### src/rtl/fti_pkg.sv
`timescale 1ns/1ps
package fti_pkg;

   typedef enum logic [1:0] {
      RND_NEAREST = 2'd0,
      RND_UP      = 2'd1,
      RND_DOWN    = 2'd2,
      RND_ZERO    = 2'd3
   } rnd_mode_e;

endpackage

### src/rtl/fti_classify.sv
`timescale 1ns/1ps
module fti_classify #(
   parameter int EXP_W  = 8,
   parameter int FRAC_W = 23
) (
   input  logic [EXP_W+FRAC_W:0] operand,
   output logic                  sign,
   output logic [EXP_W-1:0]      exp_f,
   output logic [FRAC_W:0]       mant,
   output logic                  is_nan,
   output logic                  is_zero,
   output logic                  is_denorm
);
   localparam int FP_W = 1 + EXP_W + FRAC_W;

   logic [FRAC_W-1:0] frac;
   logic              exp_zero;
   logic              exp_ones;
   logic              frac_nz;

   assign sign      = operand[FP_W-1];
   assign exp_f     = operand[FP_W-2:FRAC_W];
   assign frac      = operand[FRAC_W-1:0];
   assign exp_zero  = ~|exp_f;
   assign exp_ones  = &exp_f;
   assign frac_nz   = |frac;

   assign is_nan    = exp_ones & frac_nz;
   assign is_zero   = exp_zero & ~frac_nz;
   assign is_denorm = exp_zero & frac_nz;
   // hidden bit present for every non-zero exponent
   assign mant      = {~exp_zero, frac};
endmodule

### src/rtl/fti_align.sv
`timescale 1ns/1ps
module fti_align #(
   parameter int INT_W  = 32,
   parameter int EXP_W  = 8,
   parameter int FRAC_W = 23
) (
   input  logic [EXP_W-1:0]  exp_f,
   input  logic [FRAC_W:0]   mant,
   output logic              tiny,
   output logic              big,
   output logic [INT_W-1:0]  int_part,
   output logic [INT_W-1:0]  rem
);
   localparam int BIAS = (1 << (EXP_W - 1)) - 1;
   localparam int LO_E = BIAS - 1;
   localparam int HI_E = BIAS + INT_W;
   localparam int EW   = EXP_W + 1;
   localparam int SW   = $clog2(INT_W + 1);
   localparam int PAD  = INT_W - 1 - FRAC_W;
   localparam int WW   = 2 * INT_W;

   if (PAD < 1) begin : g_bad_width
      $error("fti_align: INT_W must exceed FRAC_W+1");
   end
   if (HI_E >= (1 << EXP_W) - 1) begin : g_bad_range
      $error("fti_align: integer range must lie below the special exponent");
   end
   if (SW > EW) begin : g_bad_shift
      $error("fti_align: shift amount wider than exponent");
   end

   logic [EW-1:0] e_ext;
   logic [SW-1:0] sh;

   assign e_ext = {1'b0, exp_f};
   assign tiny  = e_ext < EW'(LO_E);
   assign big   = e_ext >= EW'(HI_E);
   // distance from the exponent at which the leading bit is the integer MSB
   assign sh    = SW'(EW'(HI_E - 1) - e_ext);

   logic [WW-1:0] stg [SW+1];
   assign stg[0] = {mant, {PAD{1'b0}}, {INT_W{1'b0}}};

   for (genvar k = 0; k < SW; k++) begin : g_stage
      assign stg[k+1] = sh[k] ? (stg[k] >> (1 << k)) : stg[k];
   end

   assign int_part = stg[SW][WW-1:INT_W];
   assign rem      = stg[SW][INT_W-1:0];
endmodule

### src/rtl/fti_round.sv
`timescale 1ns/1ps
module fti_round
   import fti_pkg::*;
#(
   parameter int INT_W        = 32,
   parameter bit CARRY_BY_ADD = 1'b1
) (
   input  logic [INT_W-1:0] rem,
   input  logic             int_lsb,
   input  logic             sign,
   input  rnd_mode_e        mode,
   output logic             round_up,
   output logic             rem_nz
);
   localparam logic [INT_W-1:0] HALF = {1'b1, {(INT_W-1){1'b0}}};
   localparam logic [INT_W-1:0] ONES = {INT_W{1'b1}};

   logic [INT_W-1:0] incr;

   always_comb begin
      case (mode)
         RND_NEAREST: incr = int_lsb ? HALF : (HALF - 1'b1);
         RND_UP:      incr = sign ? '0 : ONES;
         RND_DOWN:    incr = sign ? ONES : '0;
         default:     incr = '0;
      endcase
   end

   if (CARRY_BY_ADD) begin : g_carry_add
      assign round_up = (({1'b0, rem} + {1'b0, incr}) >= {1'b1, {INT_W{1'b0}}});
   end else begin : g_carry_cmp
      assign round_up = rem > ~incr;
   end

   assign rem_nz = |rem;
endmodule

### src/rtl/fti_resolve.sv
`timescale 1ns/1ps
module fti_resolve
   import fti_pkg::*;
#(
   parameter int INT_W = 32
) (
   input  logic             sign,
   input  logic             is_nan,
   input  logic             is_zero,
   input  logic             is_signed,
   input  logic             tiny,
   input  logic             big,
   input  rnd_mode_e        mode,
   input  logic [INT_W-1:0] int_part,
   input  logic             round_up,
   input  logic             rem_nz,
   output logic [INT_W-1:0] res,
   output logic             inv,
   output logic             inx
);
   localparam logic [INT_W-1:0] ONES = {INT_W{1'b1}};
   localparam logic [INT_W-1:0] SMAX = {1'b0, {(INT_W-1){1'b1}}};
   localparam logic [INT_W-1:0] SMIN = {1'b1, {(INT_W-1){1'b0}}};

   logic             at_max;
   logic [INT_W-1:0] mag;
   logic [INT_W-1:0] lim;
   logic [INT_W-1:0] sel;
   logic             tiny_up;
   logic             tiny_dn;

   assign at_max  = int_part == ONES;
   assign mag     = int_part + INT_W'(round_up & ~at_max);
   assign lim     = sign ? SMIN : SMAX;
   assign tiny_up = (mode == RND_UP) & ~sign;
   assign tiny_dn = (mode == RND_DOWN) & sign;

   always_comb begin
      res = '0;
      inv = 1'b0;
      inx = 1'b0;
      sel = '0;
      if (!is_signed) begin
         if (is_nan) begin
            res = ONES;
            inv = 1'b1;
         end else if (big) begin
            res = sign ? '0 : ONES;
            inv = 1'b1;
         end else if (!tiny) begin
            if (round_up && at_max) inv = 1'b1;
            if (sign && (mag != '0)) begin
               inv = 1'b1;
            end else begin
               res = mag;
               inx = rem_nz;
            end
         end else if (!is_zero) begin
            inx = 1'b1;
            if (tiny_up) res = INT_W'(1);
            else if (tiny_dn) inv = 1'b1;
         end
      end else begin
         if (is_nan) begin
            inv = 1'b1;
         end else if (big) begin
            res = lim;
            inv = 1'b1;
         end else if (!tiny) begin
            if (mag > lim) begin
               sel = lim;
               inv = 1'b1;
            end else begin
               sel = mag;
               inx = rem_nz;
            end
            res = sign ? (~sel + 1'b1) : sel;
         end else if (!is_zero) begin
            inx = 1'b1;
            if (tiny_up) res = INT_W'(1);
            else if (tiny_dn) res = ONES;
         end
      end
   end
endmodule

### src/rtl/fti_convert.sv
`timescale 1ns/1ps
module fti_convert
   import fti_pkg::*;
#(
   parameter int INT_W        = 32,
   parameter int EXP_W        = 8,
   parameter int FRAC_W       = 23,
   parameter bit CARRY_BY_ADD = 1'b1
) (
   input  logic                    clk,
   input  logic                    rst_n,
   input  logic                    in_valid,
   input  logic [EXP_W+FRAC_W:0]   operand,
   input  logic                    is_signed,
   input  logic [1:0]              round_mode,
   input  logic                    force_trunc,
   output logic                    out_valid,
   output logic [INT_W-1:0]        result,
   output logic                    flag_invalid,
   output logic                    flag_inexact,
   output logic                    flag_denorm
);
   logic              sign;
   logic [EXP_W-1:0]  exp_f;
   logic [FRAC_W:0]   mant;
   logic              is_nan;
   logic              is_zero;
   logic              is_denorm;
   logic              tiny;
   logic              big;
   logic [INT_W-1:0]  int_part;
   logic [INT_W-1:0]  rem;
   logic              round_up;
   logic              rem_nz;
   logic [INT_W-1:0]  res_c;
   logic              inv_c;
   logic              inx_c;
   rnd_mode_e         mode_eff;

   assign mode_eff = force_trunc ? RND_ZERO : rnd_mode_e'(round_mode);

   fti_classify #(.EXP_W(EXP_W), .FRAC_W(FRAC_W)) u_classify (
      .operand   (operand),
      .sign      (sign),
      .exp_f     (exp_f),
      .mant      (mant),
      .is_nan    (is_nan),
      .is_zero   (is_zero),
      .is_denorm (is_denorm)
   );

   fti_align #(.INT_W(INT_W), .EXP_W(EXP_W), .FRAC_W(FRAC_W)) u_align (
      .exp_f    (exp_f),
      .mant     (mant),
      .tiny     (tiny),
      .big      (big),
      .int_part (int_part),
      .rem      (rem)
   );

   fti_round #(.INT_W(INT_W), .CARRY_BY_ADD(CARRY_BY_ADD)) u_round (
      .rem      (rem),
      .int_lsb  (int_part[0]),
      .sign     (sign),
      .mode     (mode_eff),
      .round_up (round_up),
      .rem_nz   (rem_nz)
   );

   fti_resolve #(.INT_W(INT_W)) u_resolve (
      .sign      (sign),
      .is_nan    (is_nan),
      .is_zero   (is_zero),
      .is_signed (is_signed),
      .tiny      (tiny),
      .big       (big),
      .mode      (mode_eff),
      .int_part  (int_part),
      .round_up  (round_up),
      .rem_nz    (rem_nz),
      .res       (res_c),
      .inv       (inv_c),
      .inx       (inx_c)
   );

   always_ff @(posedge clk or negedge rst_n) begin
      if (!rst_n) begin
         out_valid    <= 1'b0;
         result       <= '0;
         flag_invalid <= 1'b0;
         flag_inexact <= 1'b0;
         flag_denorm  <= 1'b0;
      end else begin
         out_valid <= in_valid;
         if (in_valid) begin
            result       <= res_c;
            flag_invalid <= inv_c;
            flag_inexact <= inx_c;
            flag_denorm  <= is_denorm;
         end
      end
   end
endmodule

### config.mk
export PLATFORM = sky130hd
export DESIGN_NAME = fti_convert
export DESIGN_NICKNAME = d
export VERILOG_FILES = /design/src/rtl/fti_pkg.sv /design/src/rtl/fti_classify.sv /design/src/rtl/fti_align.sv /design/src/rtl/fti_round.sv /design/src/rtl/fti_resolve.sv /design/src/rtl/fti_convert.sv
export SDC_FILE = /design/constraint.sdc
export NUM_CORES = 1
export LEC_CHECK = 0
export ABC_AREA = 1
export BUFFER_PORTS_ARGS = -buffer_cell sky130_fd_sc_hd__buf_2
export CAP_MARGIN = 30
export CORE_ASPECT_RATIO = 2
export CORE_MARGIN = 2
export CORE_UTILIZATION = 45
export CTS_BUF_LIST = sky130_fd_sc_hd__clkbuf_8
export DETAILED_ROUTE_END_ITERATION = 7
export PLACE_DENSITY = 0.62
export SETUP_SLACK_MARGIN = 0.5
export SKIP_LAST_GASP = 1
export SYNTH_ARGS = -nofsm -noshare
export SYNTH_HDL_FRONTEND = slang
export SYNTH_SLANG_ARGS = --single-unit
### constraint.sdc
create_clock -name clk -period 2.13 [get_ports clk]
set_input_delay 0.213 -clock clk [delete_from_list [all_inputs] [get_ports clk]]
set_output_delay 0.213 -clock clk [all_outputs]
set_load 0.1 [all_outputs]
# After elaboration in Yosys (flattened, before gate mapping)
# Index checks and enable logic that the tools add are counted.
[totals]
ff_bits = 36
latch_bits = 0
ram_bits = 0
mem_bits_ro = 0
inputBits = 39
out_inout_bits = 36
elab_cells = 89
mem_count = 0
[classes]
add_sub_neg = 4
mul = 0
div = 0
magnitude_cmp = 4
eq_ne = 3
n_shift = 0
mux = 54
bitwise_logic = 10
n_reduce_logical = 9
[ops]
columns = ["op", "count"]
rows = [
  ["$mux W32", 22],
  ["$mux W64", 6],
  ["$pmux W32 S3", 1],
  ["$add A32 B32 Y33", 1],
  ["$ge A33 B33 Y1 const B", 1],
  ["$add A32 B1 Y32 const B", 1],
  ["$add A32 B32 Y32", 1],
  ["$and A1 B32 Y32", 1],
  ["$eq A32 B32 Y1 const B", 1],
  ["$gt A32 B32 Y1", 1],
  ["$not A1 Y32", 1],
  ["$not A32 Y32", 1],
  ["$reduce_bool A32 Y1", 1],
  ["$reduce_or A32 Y1", 1],
  ["$mux W1", 24],
  ["$reduce_or A23 Y1", 1],
  ["$ge A8 B8 Y1 const B", 1],
  ["$lt A8 B7 Y1 const B", 1],
  ["$reduce_and A8 Y1", 1],
  ["$reduce_or A8 Y1", 1],
  ["$sub A5 B6 Y6 const A", 1],
  ["$and A1 B1 Y1", 5],
  ["$eq A2 B1 Y1 const B", 1],
  ["$eq A2 B2 Y1 const B", 1],
  ["other kinds (5)", 7],
]

# Depth between registers and ports, before layout
[depth]
depth_word = 26
depth_mapped = 61
ltp_nobuf = 58

# By module
# Synthesis repeated with hierarchy kept, for this count alone.
[unflattened]
cells_unflattened = 1644
area_unflattened_um2 = 9266.4
[modules_own_cells]
columns = ["mod", "instances", "cells_per_inst", "area_per_inst_um2", "seq_area_each_um2"]
rows = [
  ["fti_resolve", 1, 814, 4356.7, 0.0],
  ["fti_align", 1, 496, 2309.7, 0.0],
  ["fti_convert", 1, 151, 1420.1, 900.9],
  ["fti_round", 1, 115, 795.8, 0.0],
  ["fti_classify", 1, 68, 384.1, 0.0],
]

# Worst setup path after synthesis
# OpenSTA, ideal clock, no wires.
[synth_timing]
kind = "input to register"
start = "input operand[23]"
end = "register result[30]"
setup_ns = 0.078
t_arrival_ns = 7.434
required_time_ns = 2.052
setup_slack_ns = -5.381
path_stages = 52
cell_sequence = "clkbuf_1 -> inv_2 -> buf_2 -> ha_1 -> clkinv_1 -> clkbuf_1 -> nand3_1 -> nand3_1 -> nand3_1 -> nand3_1 -> o21ai_0 -> nand2_1 -> a21oi_1 -> inv_1 -> ha_1 -> a21oi_1 -> nor2_1 -> a211oi_1 -> [... 16 more ...] -> nand4_1 -> nand3_1 -> buf_2 -> nand2_1 -> inv_1 -> ha_1 -> nand3_1 -> nor2_1 -> nand3_1 -> nand2_1 -> nand4_4 -> nor2_4 -> nand2_1 -> inv_2 -> nand3_1 -> nand2_1 -> nand3_1 -> a21oi_1"
[synth_via]
elab_chain_cells = 26
elab_cells_between_ends = 42
classes_between = "add/sub (4); order compare (4); eq/ne (1); mux (23); bitwise (5); reduce/logical (5)"
[synth_lines]
columns = ["element", "line", "rtl"]
rows = [
  ["start, declared", "fti_convert.sv:13", "input logic [EXP_W+FRAC_W:0] operand,"],
  ["$sub A5 B6 Y6 or $reduce_or A8 Y1 (tied branches)", "fti_align.sv:39, fti_classify.sv:24", ""],
  ["$mux W64 (6 in series)", "fti_align.sv:45", "assign stg[k+1] = sh[k] ? (stg[k] >> (1 << k)) : stg[k];"],
  ["$mux W32", "fti_round.sv:22", "RND_NEAREST: incr = int_lsb ? HALF : (HALF - 1'b1);"],
  ["$pmux W32 S3", "fti_round.sv:21", "case (mode)"],
  ["$add A32 B32 Y33", "fti_round.sv:30", "assign round_up = (({1'b0, rem} + {1'b0, incr}) >= {1'b1, {INT_W{1'b0}}});"],
  ["$ge A33 B33 Y1", "fti_round.sv:30", ""],
  ["$and A1 B32 Y32", "fti_resolve.sv:33", "assign mag = int_part + INT_W'(round_up & ~at_max);"],
  ["$add A32 B32 Y32", "fti_resolve.sv:33", ""],
  ["[... 5 more ...]", "--", ""],
  ["$mux W32", "fti_resolve.sv:43", "if (!is_signed) begin"],
  ["$not A32 Y32", "fti_resolve.sv:77", "res = sign ? (~sel + 1'b1) : sel;"],
  ["$add A32 B1 Y32", "fti_resolve.sv:77", ""],
  ["$mux W32", "fti_resolve.sv:77", ""],
  ["$mux W32", "fti_resolve.sv:69", "end else if (!tiny) begin"],
  ["$mux W32", "fti_resolve.sv:66", "end else if (big) begin"],
  ["$mux W32", "fti_resolve.sv:64", "if (is_nan) begin"],
  ["$mux W32 (*)", "fti_resolve.sv:43", ""],
  ["end signal, assigned", "fti_convert.sv:96", "result <= res_c;"],
  ["end, declared", "fti_convert.sv:18", "output logic [INT_W-1:0] result,"],
]
# Every way passes the cells marked *; elsewhere a longest branch is shown, timed or not. The select of a mux whose other input is x is not followed.
# A chain may end at the register's enable or synchronous reset.

# Worst setup path in the final report
[layout_timing]
start = "input operand[23]"
end = "register result[18]"
# Same word-level chain as after synthesis.

==> impl_metrics.ini <==
[status]
status = finished, violations left
violations = negative setup slack

[cts]
root_buffer = clkbuf_8
clock_sinks = 36
clockBufferDepth = 2
cts_max_level = 2
clk_latency_ns = 0.29
path_clk_slew_ns = 0.07
cts_made_buffers = 5
cts_tree = done

[power]
p_seq_frac = 0.122
clockPowerShare = 0.081
p_int_mw = 3.10
switching_share = 0.534
ir_worst_vdd_mv = 0.390
power_density_mw_per_mm2 = 474
p_sw_mw = 3.55
p_leak_nw = 7.51
combinationalPowerShare = 0.798
p_total_mw = 6.65

[sta]
hold_viol = 0
slew_viol_final = 0
period_minus_slack_ns = 7.33
period_share = 3.44
fin_skew_ns = 0
fin_hold_ws_ns = 0.183
max_freq_ghz = 0.136
setup_ws_ns = -5.20
max-slew-margin-rel = 0.435
rsz0062_at_grt = true
tightest_slew_ns = 0.848
setup_violations = 34

[setup_path]
crit_required_ns = 2.32
crit_path_end_kind = register
path_max_fanout = 9
crit_slowest_cell = nor4_2
slowest_delay_ns = 0.34
path_class = primary input to register
cp-start-kind = primary input
worst_ep_arrival_time_ns = 7.52

[job]
maxCapViolCount = 0

[global_route]
grt_pass1_wl_mm = 68.4
antenna_found_initial = 1
grt-ovfl-total = 0
grt_pass1_vias = 13200
grt_max_degree = 64
track_usage = 0.449

[floorplanning]
ios = 75
coreArea_mm2 = 0.0183
dieArea_mm2 = 0.0198
dieHeight_um = 197
start_util = 0.459
die_w_um = 101
num_rows = 70

[cells_and_area]
design_area_mm2 = 0.0140
nets = 2177
syn2layout_area_growth_pct = 67.1
final_core_util = 0.767
drive_gt1_frac = 0.391

[logic_synthesis]
synthArstFlopShare = 1.00
avgSynthCellArea_um2 = 5.38
synth_nets = 1669
synthFlopType = dfrtp_1
synth_warnings = 0
synth_edf_count = 0
netlist_instances = 1561
ys_ff_latch = 36
synth.distinct_cells = 47
ys_seq_area_frac = 0.107
synth_area_mm2 = 0.00840

[placement]
gp_congestion = 1.15
io_buffers = 74
dpl_cell_area_mm2 = 0.0124
place.detailed.hpwl_mm = 35.1

[min_path]
hold_path_class = primary input to register

[drt]
drtPass1Iterations = 8
detail-route-antenna-nets = 0
routedWlPerCell_um = 20.2
vias = 13400
wirelength_mm = 46.2
viasPerCell = 5.88
drc = 0
initialDrtViolationCount = 1011
==> worst max-delay path, delay by kind of cell <==
kind                       cells  cell delay, ns
AOI/OAI and AO/OA              6            0.81
and+or+nand+nor               27            3.48
xor gates and xnor gates       1            0.15
adders and majority gates      6            1.33
buffers and inverters         10            1.52
==> path summary, 6_finish.rpt <==
check                             start      endpoint  slack, ns  cells past startpoint
setup / recovery            operand[23]    result[18]      -5.20                     50
hold / removal                 in_valid     out_valid       0.18                      1
setup reg to reg             result[15]    result[15]       1.24                      3
hold reg to reg            flag_inexact  flag_inexact       0.49                      2
max in group asynchronous         rst_n     result[1]       1.09                      2
min in group asynchronous         rst_n    result[27]       0.52                      2
==> sequential cells by signal (all words and copies together), names as in the netlist <==
signal and cells:
result 32, flag_denorm 1, out_valid 1, flag_inexact 1
flag_invalid 1
==> cells in the mapped netlist (12+ instances only) <==
library cell / count / share of area
nand4_1: 37 / 0.028
inv_1: 119 / 0.053
nand3_1: 284 / 0.17
nor4_1: 16 / 0.012
a21oi_1: 82 / 0.049
dfrtp_1: 36 / 0.11
nor2_1: 179 / 0.080
clkbuf_1: 30 / 0.013
nand2_2: 12 / 0.0089
nand2_1: 494 / 0.22
o21ai_0: 52 / 0.031
buf_2: 20 / 0.012
ha_1: 69 / 0.10
o21ai_1: 14 / 0.0083
==> cells by family (layout without fill, tap and decap cells) <==
logic type               after synthesis  after routing  share of synthesized area
AO/OA/AOI/OAI                        192            192                      0.129
adder cells (fa/ha/maj)               69             69                      0.103
AND/OR/NAND/NOR                     1069           1069                      0.563
flip-flops                            36             36                      0.107
other                                  0              1                          0
buffers and inverters                192            700                     0.0928
XOR/XNOR                               3              3                    0.00581
==> per-layer routing <==
metal / vias to the layer above / share of wire / global-route usage
li1: 6256 / - / -
met1: 6046 / 0.28 / 0.356
met2: 716 / 0.49 / 0.796
met3: 426 / 0.066 / 0.0998
met4: 0 / 0.16 / 0.542
met5: - / 0 / 0
==> metrics by stage <==
stage | setup slack, ns | TNS, ns | std cells
6_report | -5.20 | -169.10 | 2286
2_1_floorplan | -4.76 | -152.17 | 1561
3_5_place_dp | -5.35 | -172.84 | 2218
5_1_grt | -5.58 | -181.25 | 2286
4_1_cts | -4.43 | -143.96 | 2269
3_3_place_gp | -5.10 | -165.92 | 2218
==> power by group through the flow <==
stage                     combinational [mW]  clock, mW  sequential (mW)
final                                   5.30      0.535            0.808
after global routing                    5.63      0.573            0.815
after global placement                  4.43          0            0.817
after CTS                               4.80      0.543            0.808
after floorplan                         1.97          0             1.44
after detailed placement                4.50          0            0.820
==> cell usage in the layout, fill, tap and decap left out, types with 23 or more instances in the layout <==
| cell | Yosys | final |
|---|---|---|
| buf_4 | 1 | 454 |
| nand3_1 | 284 | 226 |
| dfrtp_1 | 36 | 36 |
| o21ai_1 | 14 | 23 |
| nand2_1 | 494 | 457 |
| a21oi_1 | 82 | 61 |
| nand2_2 | 12 | 36 |
| nand3_2 | 7 | 50 |
| nand4_1 | 37 | 37 |
| o21ai_0 | 52 | 37 |
| buf_2 | 20 | 72 |
| nor2_1 | 179 | 168 |
| ha_1 | 69 | 49 |
| inv_1 | 119 | 110 |
==> what timing repair did <==
item	CTS	global route
cloned	3	2
endpoints found under the hold margin	2	0
hold buffers	1	0
pin swaps	42	59
endpoints found under the setup margin	34	34
setup buffers	40	14
gates resized for setup	117	107
==> cell type report <==
cell class | instances | area [um2]
fillers | 1533 | 4270
repair inverters | 1 | 8.76
well taps | 216 | 270
flip-flops and latches | 36 | 901
multi-input cells | 1333 | 7860
diodes | 1 | 2.50
clock buffers | 7 | 96.3
repair buffers | 563 | 4390
inverters | 129 | 513
(Power assumes the default switching activity.)
